===== src/rtl/cbc_pkg.sv =====
package cbc_pkg;

  localparam int SEC_W = 6;
  localparam int MIN_W = 6;
  localparam int HR_W  = 5;
  localparam int DAY_W = 9;

  localparam logic [3:0] SEL_SEC = 4'h8;
  localparam logic [3:0] SEL_MIN = 4'h9;
  localparam logic [3:0] SEL_HR  = 4'hA;
  localparam logic [3:0] SEL_DLO = 4'hB;
  localparam logic [3:0] SEL_DHI = 4'hC;

  typedef struct packed {
    logic enWr;
    logic bankWr;
    logic selWr;
    logic latch;
    logic rtcWr;
    logic winHit;
  } cbc_strobe_t;

endpackage


===== src/rtl/cbc_ctrl.sv =====
module cbc_ctrl
  import cbc_pkg::*;
(
  input  logic        clk,
  input  logic        rstN,
  input  logic [2:0]  addrTop,
  input  logic [7:0]  cpuWrData,
  input  logic        cpuWr,
  output cbc_strobe_t strobe
);

  logic prevZero;
  logic latchRegWr;

  assign latchRegWr = cpuWr && (addrTop == 3'b011);

  always_comb begin
    strobe.enWr   = cpuWr && (addrTop == 3'b000);
    strobe.bankWr = cpuWr && (addrTop == 3'b001);
    strobe.selWr  = cpuWr && (addrTop == 3'b010);
    strobe.winHit = (addrTop == 3'b101);
    strobe.rtcWr  = cpuWr && strobe.winHit;
    strobe.latch  = latchRegWr && (cpuWrData == 8'h01) && prevZero;
  end

  // remembers whether the last latch-region write was 0x00
  always_ff @(posedge clk) begin
    if (!rstN) begin
      prevZero <= 1'b0;
    end else if (latchRegWr) begin
      prevZero <= (cpuWrData == 8'h00);
    end
  end

  AST_LATCH_NEEDS_ONE: assert property (@(posedge clk) disable iff (!rstN)
    strobe.latch |-> (cpuWr && cpuWrData == 8'h01));

  AST_STROBE_EXCL: assert property (@(posedge clk) disable iff (!rstN)
    $onehot0({strobe.enWr, strobe.bankWr, strobe.selWr, latchRegWr, strobe.rtcWr}));

endmodule


===== src/rtl/cbc_datapath.sv =====
module cbc_datapath
  import cbc_pkg::*;
#(
  parameter int ROM_BANK_W = 7,
  parameter int RAM_BANKS  = 4,
  localparam int RAM_SEL_W = $clog2(RAM_BANKS),
  localparam int ROM_ADDR_W = ROM_BANK_W + 14,
  localparam int RAM_ADDR_W = RAM_SEL_W + 13
)(
  input  logic                  clk,
  input  logic                  rstN,
  input  logic                  secTick,
  input  logic [14:0]           cpuAddr,
  input  logic [7:0]            cpuWrData,
  input  logic                  cpuWr,
  input  logic [7:0]            ramRdData,
  input  cbc_strobe_t           strobe,
  output logic [ROM_ADDR_W-1:0] romAddr,
  output logic [RAM_ADDR_W-1:0] ramAddr,
  output logic                  ramCs,
  output logic                  ramWe,
  output logic [7:0]            cpuRdData
);

  localparam logic [SEC_W-1:0] SEC_TOP = SEC_W'(59);
  localparam logic [MIN_W-1:0] MIN_TOP = MIN_W'(59);
  localparam logic [HR_W-1:0]  HR_TOP  = HR_W'(23);
  localparam logic [DAY_W-1:0] DAY_TOP = {DAY_W{1'b1}};

  logic                  ramEn;
  logic [ROM_BANK_W-1:0] romBank;
  logic [ROM_BANK_W-1:0] bankEff;
  logic [3:0]            sel;

  logic [SEC_W-1:0] sec,    latSec;
  logic [MIN_W-1:0] minute, latMin;
  logic [HR_W-1:0]  hour,   latHr;
  logic [DAY_W-1:0] day,    latDay;
  logic             halt,   latHalt;
  logic             carry,  latCarry;

  logic rtcSelValid;
  logic ramSelValid;
  logic rtcWrEn;
  logic tickEn;

  // ---------------- ROM mapping ----------------
  assign bankEff = (romBank == '0) ? ROM_BANK_W'(1) : romBank;
  assign romAddr = {(cpuAddr[14] ? bankEff : {ROM_BANK_W{1'b0}}), cpuAddr[13:0]};

  AST_FIXED_BANK0: assert property (@(posedge clk) disable iff (!rstN)
    !cpuAddr[14] |-> (romAddr[ROM_ADDR_W-1:14] == '0));

  AST_SWITCH_NONZERO: assert property (@(posedge clk) disable iff (!rstN)
    cpuAddr[14] |-> (romAddr[ROM_ADDR_W-1:14] != '0));

  // ---------------- window routing ----------------
  assign rtcSelValid = (sel >= SEL_SEC) && (sel <= SEL_DHI);
  assign ramSelValid = (32'(sel) < RAM_BANKS);
  assign ramCs   = strobe.winHit && ramEn && ramSelValid;
  assign ramWe   = ramCs && cpuWr;
  assign ramAddr = {sel[RAM_SEL_W-1:0], cpuAddr[12:0]};

  always_comb begin
    cpuRdData = 8'hFF;
    if (strobe.winHit && ramEn) begin
      if (ramSelValid) begin
        cpuRdData = ramRdData;
      end else begin
        case (sel)
          SEL_SEC: cpuRdData = 8'(latSec);
          SEL_MIN: cpuRdData = 8'(latMin);
          SEL_HR:  cpuRdData = 8'(latHr);
          SEL_DLO: cpuRdData = latDay[7:0];
          SEL_DHI: cpuRdData = {latCarry, latHalt, 5'b0, latDay[8]};
          default: cpuRdData = 8'hFF;
        endcase
      end
    end
  end

  AST_WIN_DISABLED: assert property (@(posedge clk) disable iff (!rstN)
    (strobe.winHit && !ramEn) |-> (cpuRdData == 8'hFF && !ramCs && !ramWe));

  AST_RTC_NO_RAM: assert property (@(posedge clk) disable iff (!rstN)
    rtcSelValid |-> !ramCs);

  // ---------------- control registers ----------------
  always_ff @(posedge clk) begin
    if (!rstN) begin
      ramEn   <= 1'b0;
      romBank <= '0;
      sel     <= '0;
    end else begin
      if (strobe.enWr)   ramEn   <= (cpuWrData[3:0] == 4'hA);
      if (strobe.bankWr) romBank <= cpuWrData[ROM_BANK_W-1:0];
      if (strobe.selWr)  sel     <= cpuWrData[3:0];
    end
  end

  // ---------------- clock counters ----------------
  assign rtcWrEn = strobe.rtcWr && ramEn && rtcSelValid;
  assign tickEn  = secTick && !halt && !rtcWrEn;

  always_ff @(posedge clk) begin
    if (!rstN) begin
      sec    <= '0;
      minute <= '0;
      hour   <= '0;
      day    <= '0;
      halt   <= 1'b0;
      carry  <= 1'b0;
    end else if (rtcWrEn) begin
      case (sel)
        SEL_SEC: sec    <= cpuWrData[SEC_W-1:0];
        SEL_MIN: minute <= cpuWrData[MIN_W-1:0];
        SEL_HR:  hour   <= cpuWrData[HR_W-1:0];
        SEL_DLO: day[7:0] <= cpuWrData;
        default: begin
          day[8] <= cpuWrData[0];
          halt   <= cpuWrData[6];
          carry  <= cpuWrData[7];
        end
      endcase
    end else if (tickEn) begin
      if (sec >= SEC_TOP) begin
        sec <= '0;
        if (minute >= MIN_TOP) begin
          minute <= '0;
          if (hour >= HR_TOP) begin
            hour <= '0;
            if (day == DAY_TOP) begin
              day   <= '0;
              carry <= 1'b1;
            end else begin
              day <= day + 1'b1;
            end
          end else begin
            hour <= hour + 1'b1;
          end
        end else begin
          minute <= minute + 1'b1;
        end
      end else begin
        sec <= sec + 1'b1;
      end
    end
  end

  AST_SEC_WRAP: assert property (@(posedge clk) disable iff (!rstN)
    (tickEn && sec >= SEC_TOP) |=> (sec == '0));

  AST_CARRY_SET: assert property (@(posedge clk) disable iff (!rstN)
    (tickEn && sec >= SEC_TOP && minute >= MIN_TOP && hour >= HR_TOP && day == DAY_TOP)
      |=> carry);

  AST_HALT_FREEZE: assert property (@(posedge clk) disable iff (!rstN)
    (halt && !rtcWrEn) |=> ($stable(sec) && $stable(minute) && $stable(hour) && $stable(day)));

  // ---------------- latched copy ----------------
  always_ff @(posedge clk) begin
    if (!rstN) begin
      latSec   <= '0;
      latMin   <= '0;
      latHr    <= '0;
      latDay   <= '0;
      latHalt  <= 1'b0;
      latCarry <= 1'b0;
    end else if (strobe.latch) begin
      latSec   <= sec;
      latMin   <= minute;
      latHr    <= hour;
      latDay   <= day;
      latHalt  <= halt;
      latCarry <= carry;
    end
  end

  AST_LATCH_HOLD: assert property (@(posedge clk) disable iff (!rstN)
    !$past(strobe.latch) |-> ($stable(latSec) && $stable(latMin) && $stable(latHr)
                              && $stable(latDay) && $stable(latHalt) && $stable(latCarry)));

endmodule


===== src/rtl/cart_bank_ctrl.sv =====
module cart_bank_ctrl
  import cbc_pkg::*;
#(
  parameter int ROM_BANK_W = 7,
  parameter int RAM_BANKS  = 4,
  localparam int ROM_ADDR_W = ROM_BANK_W + 14,
  localparam int RAM_ADDR_W = $clog2(RAM_BANKS) + 13
)(
  input  logic                  clk,
  input  logic                  rstN,
  input  logic                  secTick,
  input  logic [15:0]           cpuAddr,
  input  logic [7:0]            cpuWrData,
  input  logic                  cpuWr,
  input  logic [7:0]            ramRdData,
  output logic [ROM_ADDR_W-1:0] romAddr,
  output logic [RAM_ADDR_W-1:0] ramAddr,
  output logic                  ramCs,
  output logic                  ramWe,
  output logic [7:0]            cpuRdData
);

  cbc_strobe_t strobe;

  cbc_ctrl ctrl_i (
    .clk       (clk),
    .rstN      (rstN),
    .addrTop   (cpuAddr[15:13]),
    .cpuWrData (cpuWrData),
    .cpuWr     (cpuWr),
    .strobe    (strobe)
  );

  cbc_datapath #(
    .ROM_BANK_W (ROM_BANK_W),
    .RAM_BANKS  (RAM_BANKS)
  ) dp_i (
    .clk       (clk),
    .rstN      (rstN),
    .secTick   (secTick),
    .cpuAddr   (cpuAddr[14:0]),
    .cpuWrData (cpuWrData),
    .cpuWr     (cpuWr),
    .ramRdData (ramRdData),
    .strobe    (strobe),
    .romAddr   (romAddr),
    .ramAddr   (ramAddr),
    .ramCs     (ramCs),
    .ramWe     (ramWe),
    .cpuRdData (cpuRdData)
  );

endmodule


===== config.mk =====
export PLATFORM = sky130hd
export DESIGN_NAME = cart_bank_ctrl
export DESIGN_NICKNAME = d
export VERILOG_FILES = /design/src/rtl/cbc_pkg.sv /design/src/rtl/cbc_ctrl.sv /design/src/rtl/cbc_datapath.sv /design/src/rtl/cart_bank_ctrl.sv
export SDC_FILE = /design/constraint.sdc
export NUM_CORES = 1
export LEC_CHECK = 0
export ABC_CLOCK_PERIOD_IN_PS = 2420
export BUFFER_PORTS_ARGS = -buffer_cell sky130_fd_sc_hd__buf_2
export CORE_MARGIN = 2
export CORE_UTILIZATION = 30
export CTS_BUF_LIST = sky130_fd_sc_hd__clkbuf_16
export DETAILED_ROUTE_END_ITERATION = 10
export PLACE_DENSITY = 0.54
export SYNTH_ARGS = -nofsm -noshare
export SYNTH_HDL_FRONTEND = slang
export SYNTH_SLANG_ARGS = --single-unit

===== constraint.sdc =====
create_clock -name clk -period 2.42 [get_ports clk]
set_clock_uncertainty 0.15 [all_clocks]
set_input_delay 0.484 -clock clk [delete_from_list [all_inputs] [get_ports clk]]
set_output_delay 0.484 -clock clk [all_outputs]
set_load 0.01 [all_outputs]

# Word level (Yosys, flattened, before mapping)
# Cells that the tools add are included.
[word_totals] reg_bits=69 in_bits=36
[classes] n_addsub=4 n_lt_le_gt_ge=6 n_eq_ne=17 n_mux=35 bitwise_logic=1 n_reduce_logical=33
[ops] operator="2-to-1 mux 6 bit" count=9
[ops] operator="2-to-1 mux 9 bit" count=6
[ops] operator="one-hot mux 8 bit (5 select lines)" count=1
[ops] operator="2-to-1 mux 5 bit" count=6
[ops] operator="equality test 4 bit, second input constant" count=6
[ops] operator="2-to-1 mux 8 bit" count=3
[ops] operator="logical AND 1 bit" count=15
[ops] operator="2-to-1 mux 7 bit" count=2
[ops] operator="adder 6 x 1 -> 6 bit, second input constant" count=2
[ops] operator=">= comparator 6 bit, second input constant" count=2
[ops] operator="!= test 2 bit, second input constant" count=5
[ops] operator="AND reduction 5 bit" count=2
[ops] operator="nonzero test 2 bit" count=5
[ops] operator="adder 9 x 1 -> 9 bit, second input constant" count=1
[ops] operator="equality test 9 bit, second input constant" count=1
[ops] operator="equality test 8 x 1 -> 1 bit, second input constant" count=1
[ops] operator="zero test 8 bit" count=1
[ops] operator="2-to-1 mux 1 bit" count=8
[ops] operator="zero test 7 bit" count=1
[ops] operator="equality test 3 x 2 -> 1 bit, second input constant" count=2
[ops] operator="AND reduction 6 bit" count=1
[ops] operator="adder 5 x 1 -> 5 bit, second input constant" count=1
[ops] operator=">= comparator 5 bit, second input constant" count=1
[ops] operator=">= comparator 4 bit, second input constant" count=1
[ops] operator="11 further kinds" count=13

# Logic depth before layout (Yosys ltp)
[depth] ltp_word=8 ltp_mapped=9 ltp_nobuf=9

# Cells and area by module
# A second synthesis with hierarchy kept.
[unflattened] hier_cells=468 area_unflattened_um2=3960.0
[by_module_without_submodules] mod="cbc_datapath" n_inst=1 cells_each=452 area_per_inst_um2=3844.9
[by_module_without_submodules] mod="cbc_ctrl" n_inst=1 cells_each=16 area_per_inst_um2=115.1

# Worst setup path after synthesis
# OpenSTA, ideal clock, no wires.
[synth_path] kind="in2reg" start="input cpuWrData[1]" end="register dp_i.latDay[1]" t_arrival_ns=1.812 slack_ns=0.330 path_stages=7 n_path_buf=2 cell_sequence="nor4_1 > nand2_1 > or4_4 > buf_6 > buf_12 > mux2i_1 > nor2_1"
[synth_via] elab_chain_cells=3
[synth_rtl] item="start: declaration" line="cart_bank_ctrl.sv:13" rtl="input logic [7:0] cpuWrData,"
[synth_rtl] item="equality test 8 x 1 -> 1 bit" line="cbc_ctrl.sv:23" rtl="strobe.latch = latchRegWr && (cpuWrData == 8'h01) && prevZero;"
[synth_rtl] item="logical AND 1 bit (2 in a row)" line="cbc_ctrl.sv:23"
[synth_rtl] item="end signal: assignment" line="cbc_datapath.sv:173" rtl="latDay <= day;"
[synth_rtl] item="end: declaration" line="cbc_datapath.sv:38" rtl="logic [DAY_W-1:0] day, latDay;"
# No other way between the ends.
# A chain may end at the register's enable or synchronous reset.

# Worst setup path in the final report
[layout_path] start="register dp_i.sel[1]" end="output cpuRdData[1]"
[layout_via] elab_chain_cells=4 word_cells_on_any_way=9 classes_between="order compare: 1; eq/ne: 5; mux: 3"
[layout_rtl] item="start: declaration" line="cbc_datapath.sv:33" rtl="logic [3:0] sel;"
[layout_rtl] item="start signal: assignment" line="cbc_datapath.sv:97" rtl="if (strobe.selWr) sel <= cpuWrData[3:0];"
[layout_rtl] item="equality test 4 bit" line="cbc_datapath.sv:70" rtl="case (sel)"
[layout_rtl] item="one-hot mux 8 bit (5 select lines)" line="cbc_datapath.sv:70"
[layout_rtl] item="2-to-1 mux 8 bit *" line="cbc_datapath.sv:67" rtl="if (ramSelValid) begin"
[layout_rtl] item="2-to-1 mux 8 bit *" line="cbc_datapath.sv:66" rtl="if (strobe.winHit && ramEn) begin"
[layout_rtl] item="end: declaration" line="cart_bank_ctrl.sv:20" rtl="output logic [7:0] cpuRdData"
# Every way passes the cells marked *; elsewhere a longest branch is shown, timed or not.

==> reports/summary.txt <==
post-DR wirelength/cell: 16.3 um
final setup fails: 0
final worst path period share: 98.2%
clk root buf: clkbuf_16
layout cell share with drive strength beyond 1: 23.2%
drt drc: 0
Setup TNS: 0 ns
final wirelength: 10900 um
Hold Crit Class: input pin to register
Sink Count: 69
routed length on met1: 5210 um
GRT overflow: 0
Power Dens Cells: 525 nW/um2
Total Nets Final: 533
Top FF cell, synth: dfxtp_1
placed cells: 645
Setup CP Type: register to output port
RePlAce Congestion: 0.866
reg2reg end: dp_i.sec[5]$_SDFFE_PN0P_
Worst Path Max Fanout: 6
minimum clock period: 2.38 ns
min-delay src: cpuWrData[7]
Vias/cell: 5.14
post-synthesis net count: 498
first-pass GRT wire length: 17200 um
P&R area growth vs syn: 17.7%
Starting Density: 30.8%
Yosys top cell area share: 35.3%
GRT Util Overall: 15.7%
Crit. End Element: output port
ys async rst share: 0%
Top-Level Pins: 82
Non-Filler Instances: 668
cell taking the most area after synthesis: dfxtp_1
hold endpoint: dp_i.day[7]$_SDFFE_PN0P_
Peak VDD IR: 0.301 mV
FP Rows: 41
status: finished, final reports clean
Hold Violations, Final: 0
FF+latch count, synth: 69
largest net degree at the start of global routing: 52
Area contributors post-synth: dfxtp_1, mux2i_1, nor2_1, buf_4, nand2_1
Die ar.: 14000 um2
Skew-Pair Late Insertion Delay: 0.33 ns
Die Ht: 118 um
drt first pass iters: 7
met2 wire length: 4880 um
startpoint types: register
Clock transition at path regs: 0.05 ns
CP arrival: 1.74 ns
CTS buffer count: 9
first-iteration detailed-routing DRC count: 301
Worst Tran Pin Value: 0.643 ns
Post-Synthesis Cells: 457
antenna-violating nets left: 0
CTS tree: yes
internal reg-to-reg setup slack: 0.21 ns
Slew headroom: 56.9%
max_cap viols: 0
count of cell types in the netlist: 65
Detailed Place HPWL: 7780 um
hold path depth: 3
WP data required: 1.79 ns
met3 routed WL: 592 um
P_leak: 1.94 nW
number of global-route vias before repair: 3164
Vias: 3434
diodes inserted: 0
Reg-to-Reg Start: dp_i.sec[0]$_SDFFE_PN0P_
max-slew violations: 0
worst r2r path cells: 7
IO Port Bufs: 42
htree depth: 3
clock buffer depth: 2
synthesis warning total: 0
Syn Area/Cell: 8.55 um2
Top Layer Used: met4
core area: 12700 um2
Mapped Area: 3910 um2
sequential area share after synthesis: 35.3%
fmax: 421 MHz
DIE WIDTH: 118 um
antenna violations before repair: 0
EDFF count, synth: 0
## power by group
part | leakage, nW | total (mW) | switching (mW) | internal [mW]
combinational | 1.25 | 0.132 | 0.0770 | 0.0552
clock | 0.130 | 1.13 | 0.464 | 0.666
sequential | 0.559 | 1.15 | 0.00940 | 1.14
total | 1.94 | 2.42 | 0.550 | 1.87
## cell type report
class,count,area (um2)
clock buffer,9,225
clock inverter,6,23.8
fill,1299,8070
inverter,7,26.3
multi-input combinational,324,2150
sequential,69,1390
tap,172,215
timing repair buffer,81,566
## cell families (layout without fill, tap and decap cells)
kind of cell | Yosys count | after routing | share of synthesized area [%]
and+or+nand+nor | 165 | 165 | 20.3
AOI/OAI and AO/OA | 100 | 100 | 17.7
DFF | 69 | 69 | 35.3
buffers and inverters | 64 | 103 | 10.7
muxes | 49 | 49 | 13.2
adders and majority gates | 5 | 5 | 1.60
xor gates and xnor gates | 5 | 5 | 1.12
## worst max path at each step
stage / start / end / slack, ns / cells past startpoint
floorplan: cpuWrData[1] / dp_i.latDay[1]$_SDFFE_PN0P_ / 0.33 / 7
global placement: cpuAddr[14] / dp_i.hour[1]$_SDFFE_PN0P_ / 0.06 / 6
detailed placement: cpuAddr[14] / dp_i.hour[1]$_SDFFE_PN0P_ / 0.04 / 6
CTS: dp_i.sel[1]$_SDFFE_PN0P_ / cpuRdData[1] / -0.01 / 6
global route: dp_i.ramEn$_SDFFE_PN0P_ / cpuRdData[1] / -0.003 / 5
finish: dp_i.sel[1]$_SDFFE_PN0P_ / cpuRdData[1] / 0.04 / 6
## repair_timing
action / 4_1_cts / 5_1_grt
setup buffers: 0 / 7
hold buffers: 0 / 0
setup endpoints to repair: 5 / 8
pin swaps: 0 / 3
gates cloned: 0 / 1
gates resized for setup: 5 / 15
## registers in the layout, summed over array words and instances (netlist names), 6 cells and up
register and cells:
dp_i.latSec 6, dp_i.minute 6, dp_i.day 9, dp_i.sec 6
dp_i.latDay 9, dp_i.romBank 7, dp_i.latMin 6
## worst max-delay path, stage by stage, from the launching register on
cell	delay, ns
dfxtp_4	0.37
buf_12	0.13
mux2i_4	0.24
o21ai_1	0.11
a221oi_1	0.31
nor2_1	0.09
buf_2	0.14
## synthesized netlist by cell type (all sizes together), types with 4 or more instances
library cell and number:
a21oi 23, a221oi 5, a31oi 11, and2 9, buf 42, clkbuf 15, dfxtp 69, ha 5
inv 6, mux2i 47, nand2 36, nand3 22, nand3b 5, nor2 60, nor3 6, o211ai 4
o21ai 21, o31ai 4, or3 6
## per-layer routing
metal | up-vias | GRT usage, %
met2 | 112 | 23.9
met4 | 0 | 6.40
met3 | 11 | 3.09
met1 | 1626 | 21.7
met5 | - | 0
li1 | 1685 | -
## cell usage in the layout (no fill, tap or decap), drive strengths merged, types with 6 or more instances in the layout
master,n
dfxtp,69
a21oi,23
buf,80
and2,9
or3,6
nor3,6
nor2,60
mux2i,47
a31oi,11
clkbuf,10
inv,8
o21ai,21
nand2,36
nand3,22
## metrics by stage
stage               instance area [um2]  hold slack, ns  utilization (%)  power, mW  setup slack [ns]
floorplan                          3910           0.299                -       1.28             0.330
global placement                   4210           0.320             33.2       1.30            0.0584
detailed placement                 4210           0.337             33.2       1.30            0.0424
CTS                                4470           0.285             35.3       2.44          -0.00967
global route                       4600           0.312             36.3       2.50          -0.00252
finish                             4600           0.305             36.3       2.42            0.0445
(Power assumes the default switching activity.)
